**src/rtl/afull_pkg.sv**
```systemverilog
`timescale 1ns/1ps
package afull_pkg;
  localparam int unsigned PTR_MAX_W = 32;

  function automatic logic [PTR_MAX_W-1:0] gray_to_bin(input logic [PTR_MAX_W-1:0] g);
    logic [PTR_MAX_W-1:0] b;
    b[PTR_MAX_W-1] = g[PTR_MAX_W-1];
    for (int i = PTR_MAX_W - 2; i >= 0; i--) begin
      b[i] = b[i+1] ^ g[i];
    end
    return b;
  endfunction
endpackage

```
**src/rtl/afull_gray_sync.sv**
```systemverilog
`timescale 1ns/1ps
module afull_gray_sync
  import afull_pkg::*;
#(
  parameter int unsigned W      = 9,
  parameter int unsigned STAGES = 2
) (
  input  logic         clk_i,
  input  logic         rst_ni,
  input  logic [W-1:0] gray_i,
  output logic [W-1:0] bin_o
);
  logic [W-1:0] stage_q [STAGES];

  always_ff @(posedge clk_i or negedge rst_ni) begin
    if (!rst_ni) begin
      for (int s = 0; s < STAGES; s++) stage_q[s] <= '0;
    end else begin
      stage_q[0] <= gray_i;
      for (int s = 1; s < STAGES; s++) stage_q[s] <= stage_q[s-1];
    end
  end

  logic [PTR_MAX_W-1:0] bin_wide;
  assign bin_wide = gray_to_bin(PTR_MAX_W'(stage_q[STAGES-1]));
  assign bin_o    = bin_wide[W-1:0];

  // input assumption: the read side moves one Gray step per write clock at most
  p_gray_step_r7: assert property (@(posedge clk_i) disable iff (!rst_ni)
    $countones(stage_q[STAGES-1] ^ $past(stage_q[STAGES-1])) <= 1);
endmodule

```
**src/rtl/afull_offset_reg.sv**
```systemverilog
`timescale 1ns/1ps
module afull_offset_reg #(
  parameter int unsigned OFF_W  = 8,
  parameter int unsigned PRESET = 8
) (
  input  logic             clk_i,
  input  logic             rst_ni,
  input  logic             load_i,
  input  logic [OFF_W-1:0] data_i,
  output logic [OFF_W-1:0] off_o
);
  logic [OFF_W-1:0] off_q;

  always_ff @(posedge clk_i or negedge rst_ni) begin
    if (!rst_ni)     off_q <= OFF_W'(PRESET);
    else if (load_i) off_q <= data_i;
  end

  assign off_o = off_q;

  p_off_hold_r6: assert property (@(posedge clk_i) disable iff (!rst_ni)
    !load_i |=> $stable(off_o));
endmodule

```
**src/rtl/afull_level_cmp.sv**
```systemverilog
`timescale 1ns/1ps
module afull_level_cmp #(
  parameter int unsigned DEPTH = 256,
  parameter int unsigned CNT_W = 9,
  parameter int unsigned OFF_W = 8
) (
  input  logic [CNT_W-1:0] wr_ptr_i,
  input  logic [CNT_W-1:0] rd_ptr_i,
  input  logic [OFF_W-1:0] off_i,
  output logic [CNT_W-1:0] level_o,
  output logic             afull_n_o
);
  logic [CNT_W-1:0] thresh;

  // modulo subtraction handles the wrap bit
  assign level_o   = wr_ptr_i - rd_ptr_i;
  assign thresh    = CNT_W'(DEPTH) - CNT_W'(off_i);
  assign afull_n_o = (level_o < thresh);
endmodule

```
**src/rtl/afull_sync_flag.sv**
```systemverilog
`timescale 1ns/1ps
module afull_sync_flag #(
  parameter int unsigned DEPTH  = 256,
  parameter int unsigned PRESET = 8,
  localparam int unsigned ADDR_W = $clog2(DEPTH),
  localparam int unsigned CNT_W  = ADDR_W + 1,
  localparam int unsigned OFF_W  = ADDR_W
) (
  input  logic              wclk_i,
  input  logic              rst_ni,
  input  logic [CNT_W-1:0]  wr_ptr_i,
  input  logic [CNT_W-1:0]  rd_ptr_gray_i,
  input  logic              off_load_i,
  input  logic [OFF_W-1:0]  off_data_i,
  output logic              afull_n_o
);
  localparam int unsigned SYNC_STAGES = 2;

  logic [CNT_W-1:0] rd_bin;
  logic [CNT_W-1:0] level;
  logic [OFF_W-1:0] off_q;

  afull_gray_sync #(
    .W      (CNT_W),
    .STAGES (SYNC_STAGES)
  ) u_rd_sync (
    .clk_i  (wclk_i),
    .rst_ni (rst_ni),
    .gray_i (rd_ptr_gray_i),
    .bin_o  (rd_bin)
  );

  afull_offset_reg #(
    .OFF_W  (OFF_W),
    .PRESET (PRESET)
  ) u_offset (
    .clk_i  (wclk_i),
    .rst_ni (rst_ni),
    .load_i (off_load_i),
    .data_i (off_data_i),
    .off_o  (off_q)
  );

  afull_level_cmp #(
    .DEPTH (DEPTH),
    .CNT_W (CNT_W),
    .OFF_W (OFF_W)
  ) u_cmp (
    .wr_ptr_i  (wr_ptr_i),
    .rd_ptr_i  (rd_bin),
    .off_i     (off_q),
    .level_o   (level),
    .afull_n_o (afull_n_o)
  );

  p_level_range_r2: assert property (@(posedge wclk_i) disable iff (!rst_ni)
    level <= CNT_W'(DEPTH));

  p_fall_on_write_r4: assert property (@(posedge wclk_i) disable iff (!rst_ni)
    ($fell(afull_n_o) && $stable(off_q)) |-> !$stable(wr_ptr_i));

  p_rise_after_sync_r5: assert property (@(posedge wclk_i) disable iff (!rst_ni)
    ($rose(afull_n_o) && $stable(off_q)) |-> !$stable(rd_bin));
endmodule

```
**config.mk**
```make
export PLATFORM = sky130hd
export DESIGN_NAME = afull_sync_flag
export DESIGN_NICKNAME = d
export VERILOG_FILES = /design/src/rtl/afull_pkg.sv /design/src/rtl/afull_gray_sync.sv /design/src/rtl/afull_offset_reg.sv /design/src/rtl/afull_level_cmp.sv /design/src/rtl/afull_sync_flag.sv
export SDC_FILE = /design/constraint.sdc
export NUM_CORES = 1
export LEC_CHECK = 0
export BUFFER_PORTS_ARGS = -buffer_cell sky130_fd_sc_hd__buf_2
export CAP_MARGIN = 20
export CORE_ASPECT_RATIO = 1.2
export CORE_MARGIN = 3
export CORE_UTILIZATION = 61
export CTS_BUF_LIST = sky130_fd_sc_hd__clkbuf_4 sky130_fd_sc_hd__clkbuf_8
export DETAILED_ROUTE_END_ITERATION = 6
export GPL_TIMING_DRIVEN = 0
export PLACE_DENSITY = 0.95
export SLEW_MARGIN = 20
export SYNTH_ARGS = -nofsm -noshare
export SYNTH_HDL_FRONTEND = slang
export SYNTH_SLANG_ARGS = --single-unit
export TNS_END_PERCENT = 20
```
**constraint.sdc**
```tcl
create_clock -name wclk_i -period 9 [get_ports wclk_i]
set_clock_uncertainty 0.1 [all_clocks]
set_input_delay 1.35 -clock wclk_i [delete_from_list [all_inputs] [get_ports wclk_i]]
set_output_delay 1.35 -clock wclk_i [all_outputs]
set_load 0.005 [all_outputs]
```
==> impl_metrics.csv <==
group,metric,value,unit
status,status,"completed",
global_route,grt_max_degree,27,
yosys,synth-seq-cells,26,
yosys,synthArstFlopShare,100.0,%
clocking,cts_tree,"built",
worst_hold_path,min_path_type,"reg -> reg",
setup_path,worstPathRequired,7.55,ns
global_route,antenna_found_initial,0,
yosys,syn-instance-count,130,
placement,port_buffers,28,
setup_path,r2r-start,"u_offset.off_o[2]",
yosys,yosysTopAreaCellShare,41.88,%
setup_path,reg2reg_depth,1,
clocking,cts_buffer_depth,2,
setup_path,endpoint_kind,"primary output",
power_and_ir_drop,p_clk_share,15.8,%
power_and_ir_drop,ir_drop,0.1999,mV
die,die_w,51.18,um
setup_path,r2r_setup_slack,8.05,ns
setup_path,startpoint_type,"flop",
clocking,ctsHoldBuffers,0,
die,io_pins,30,
timing,setup-tns-final,0,ns
routing,wirelength,2.576,mm
worst_hold_path,whs_path_depth,0,
timing,max_freq,175.4,MHz
setup_path,critical_path.reg2reg.endpoint,"u_offset.off_o[2]",
yosys,synth_seq_area_share,43.63,%
setup_path,critPathKind,"reg -> out",
yosys,synth_area,0.001494,mm^2
global_route,track_usage,20.17,%
yosys,ys.flop_type,"dfrtp_1",
power_and_ir_drop,swShare,35.00,%
clocking,path_clk_slew,0.12,ns
cells_and_area,num_antenna_cells,0,
worst_hold_path,worstHoldEndpoint,"u_rd_sync.bin_o[8]",
cells_and_area,drive_gt1_share,27.78,%
timing,drv_slew,0,
routing,drt-vias-per-instance,5.394,
cells_and_area,final_util,74.12,%
clocking,cts.sinks,26,
power_and_ir_drop,p_per_area,202.9,mW/mm^2
timing,worst_pin_slew,0.5219,ns
die,die_area,0.003081,mm^2
worst_hold_path,hp-start,"u_rd_sync.stage_q[17]",
clocking,insertion_delay,0.31,ns
global_route,overflow,0,
clocking,cts_buffers,3,
timing,fin_crit,5.702,ns
routing,ant_nets,0,
placement,place_area,0.001673,mm^2
cells_and_area,design_area,0.001709,mm^2
timing,rsz0062_at_grt,"false",
yosys,yosys_warnings,0,
die,dieHeight,60.21,um
cells_and_area,area_growth,14.41,%
routing,dr.pass1.iters,4,
placement,place.gp.congestion,0.7535,
routing,drt-initial-drc-count,27,
setup_path,crit_fanout,5,
yosys,synthTopCellsByArea,"dfrtp_1, ha_1, xor2_1",
power_and_ir_drop,combPwrFrac,46.4,%
setup_path,worstPathArrival,4.25,ns
routing,drcViolationCount,0,
routing,dr_total_vias,1041,
die,core-area,0.002306,mm^2
clocking,post-cts-setup-buffer-count,0,
yosys,synth_edf_count,0,
yosys,syn-num-nets,177,
cells_and_area,fillers,152,
power_and_ir_drop,internal_power,0.2254,mW
global_route,grt_pass1_wl,4.464,mm
power_and_ir_drop,power_frac_seq,37.9,%
yosys,yosysMostFrequentCell,"dfrtp_1",
routing,routedWlPerCell,13.35,um
timing,finalSetupViolCount,0,
die,core.rowCount,19,
clocking,cts_root_buf,"clkbuf_4",
placement,dp_worst_setup_slack,3.644,ns
placement,dp.final_hpwl,2.192,mm
timing,setup_ws,3.298,ns
power_and_ir_drop,p_leak,0.8238,nW
yosys,synth_cell_types,28,
timing,hold_viol_final,0,
yosys,synth_common_cells,"dfrtp_1, ha_1, xor2_1",
global_route,grt_pass1_vias,1091,
clocking,cts.repair.resized,0,
die,start_util,64.79,%
clocking,htree_levels,1,
timing,relSlewSlack,65.21,%
power_and_ir_drop,switchingPower,0.1214,mW
timing,layout_worst_path_cycle_share,63.35,%
run,maxCapViolCount,0,
yosys,synth_area_leader_cell,"dfrtp_1",
cells_and_area,final_nets,210,
yosys,avgSynthCellArea,11.49,um^2
## state kept, by name, summed over array words and instances (netlist names)
| signal | count |
|---|---|
| u_rd_sync.bin_o | 1 |
| u_rd_sync.stage_q | 17 |
| u_offset.off_o | 8 |
## cell type report
cell class | instances | area (um^2) | share of cell area, %
Multi-Input combinational cell | 93 | 800.8 | 46.85
Inverter | 10 | 37.54 | 2.196
Sequential cell | 26 | 651.9 | 38.14
Buffer | 1 | 3.754 | 0.2196
Tap cell | 31 | 38.79 | 2.269
Clock buffer | 4 | 36.28 | 2.123
Timing Repair Buffer | 28 | 140.1 | 8.199
## worst max path at each step
| stage | start | to | slack [ns] |
|---|---|---|---|
| 2_1_floorplan | u_rd_sync.stage_q[7] | afull_n_o | 4.16 |
| 3_3_place_gp | u_rd_sync.bin_o[8] | afull_n_o | 3.81 |
| 3_5_place_dp | u_rd_sync.bin_o[8] | afull_n_o | 3.64 |
| 4_1_cts | u_rd_sync.bin_o[8] | afull_n_o | 3.25 |
| 5_1_grt | u_rd_sync.bin_o[8] | afull_n_o | 2.85 |
| 6_report | u_rd_sync.bin_o[8] | afull_n_o | 3.30 |
## critical path, cell delays in order, from the launching register on
cell	delay, ns
dfrtp_1	0.43
xnor2_2	0.23
xor2_2	0.24
xor2_2	0.31
xor2_4	0.29
xnor2_1	0.12
ha_1	0.21
fa_1	0.42
nor2b_1	0.12
o21ai_0	0.10
a21boi_0	0.25
o21ai_0	0.14
a21oi_1	0.19
xnor2_1	0.16
ha_1	0.28
a21oi_1	0.17
o211ai_1	0.11
nand2_1	0.07
buf_2	0.10
## routing by layer
metal  vias to the layer above  GRT usage (%)  share of wire [%]
met3                        15          3.990                6.2
met2                        41          35.73                 53
met5                         -              0                  0
li1                        505              -                  -
met1                       480          20.95                 35
met4                         0          15.00                5.7
## through the flow
step           power (mW)  hold WS [ns]  std cells
3_5_place_dp       0.2949        0.2355        189
6_report           0.3467        0.2577        193
4_1_cts            0.3515        0.2576        193
5_1_grt            0.3798        0.2715        193
2_1_floorplan      0.2506        0.2312        130
3_3_place_gp       0.2793        0.2323        189
## placed cells by master (no fill, tap or decap), types with 3 or more instances in the layout
| cell type | count |
|---|---|
| a21oi_1 | 3 |
| buf_2 | 28 |
| clkbuf_4 | 3 |
| dfrtp_1 | 25 |
| ha_1 | 17 |
| inv_1 | 9 |
| mux2_2 | 6 |
| nand2_1 | 7 |
| nor2_1 | 8 |
| nor2b_1 | 4 |
| nor3_1 | 4 |
| o21ai_0 | 7 |
| xnor2_1 | 9 |
| xor2_1 | 10 |
| xor2_2 | 3 |
## power groups by stage
stage | combinational [mW] | sequential (mW) | clock, mW
2_1_floorplan | 0.119 | 0.132 | 0
3_3_place_gp | 0.147 | 0.133 | 0
3_5_place_dp | 0.161 | 0.134 | 0
4_1_cts | 0.162 | 0.131 | 0.0583
5_1_grt | 0.184 | 0.132 | 0.0632
6_report | 0.161 | 0.131 | 0.0547
## cells by family (layout without fill, tap and decap cells)
| group | Yosys count | count (layout) | synth area share [%] |
|---|---|---|---|
| multiplexers | 6 | 6 | 4.522 |
| flip-flops | 26 | 26 | 43.64 |
| buffers and inverters | 11 | 43 | 2.763 |
| adder cells (fa/ha/maj) | 18 | 18 | 15.58 |
| XOR/XNOR | 24 | 24 | 17.34 |
| AO/OA/AOI/OAI | 17 | 17 | 6.951 |
| AND/OR/NAND/NOR | 28 | 28 | 9.213 |
(Power assumes the default switching activity.)
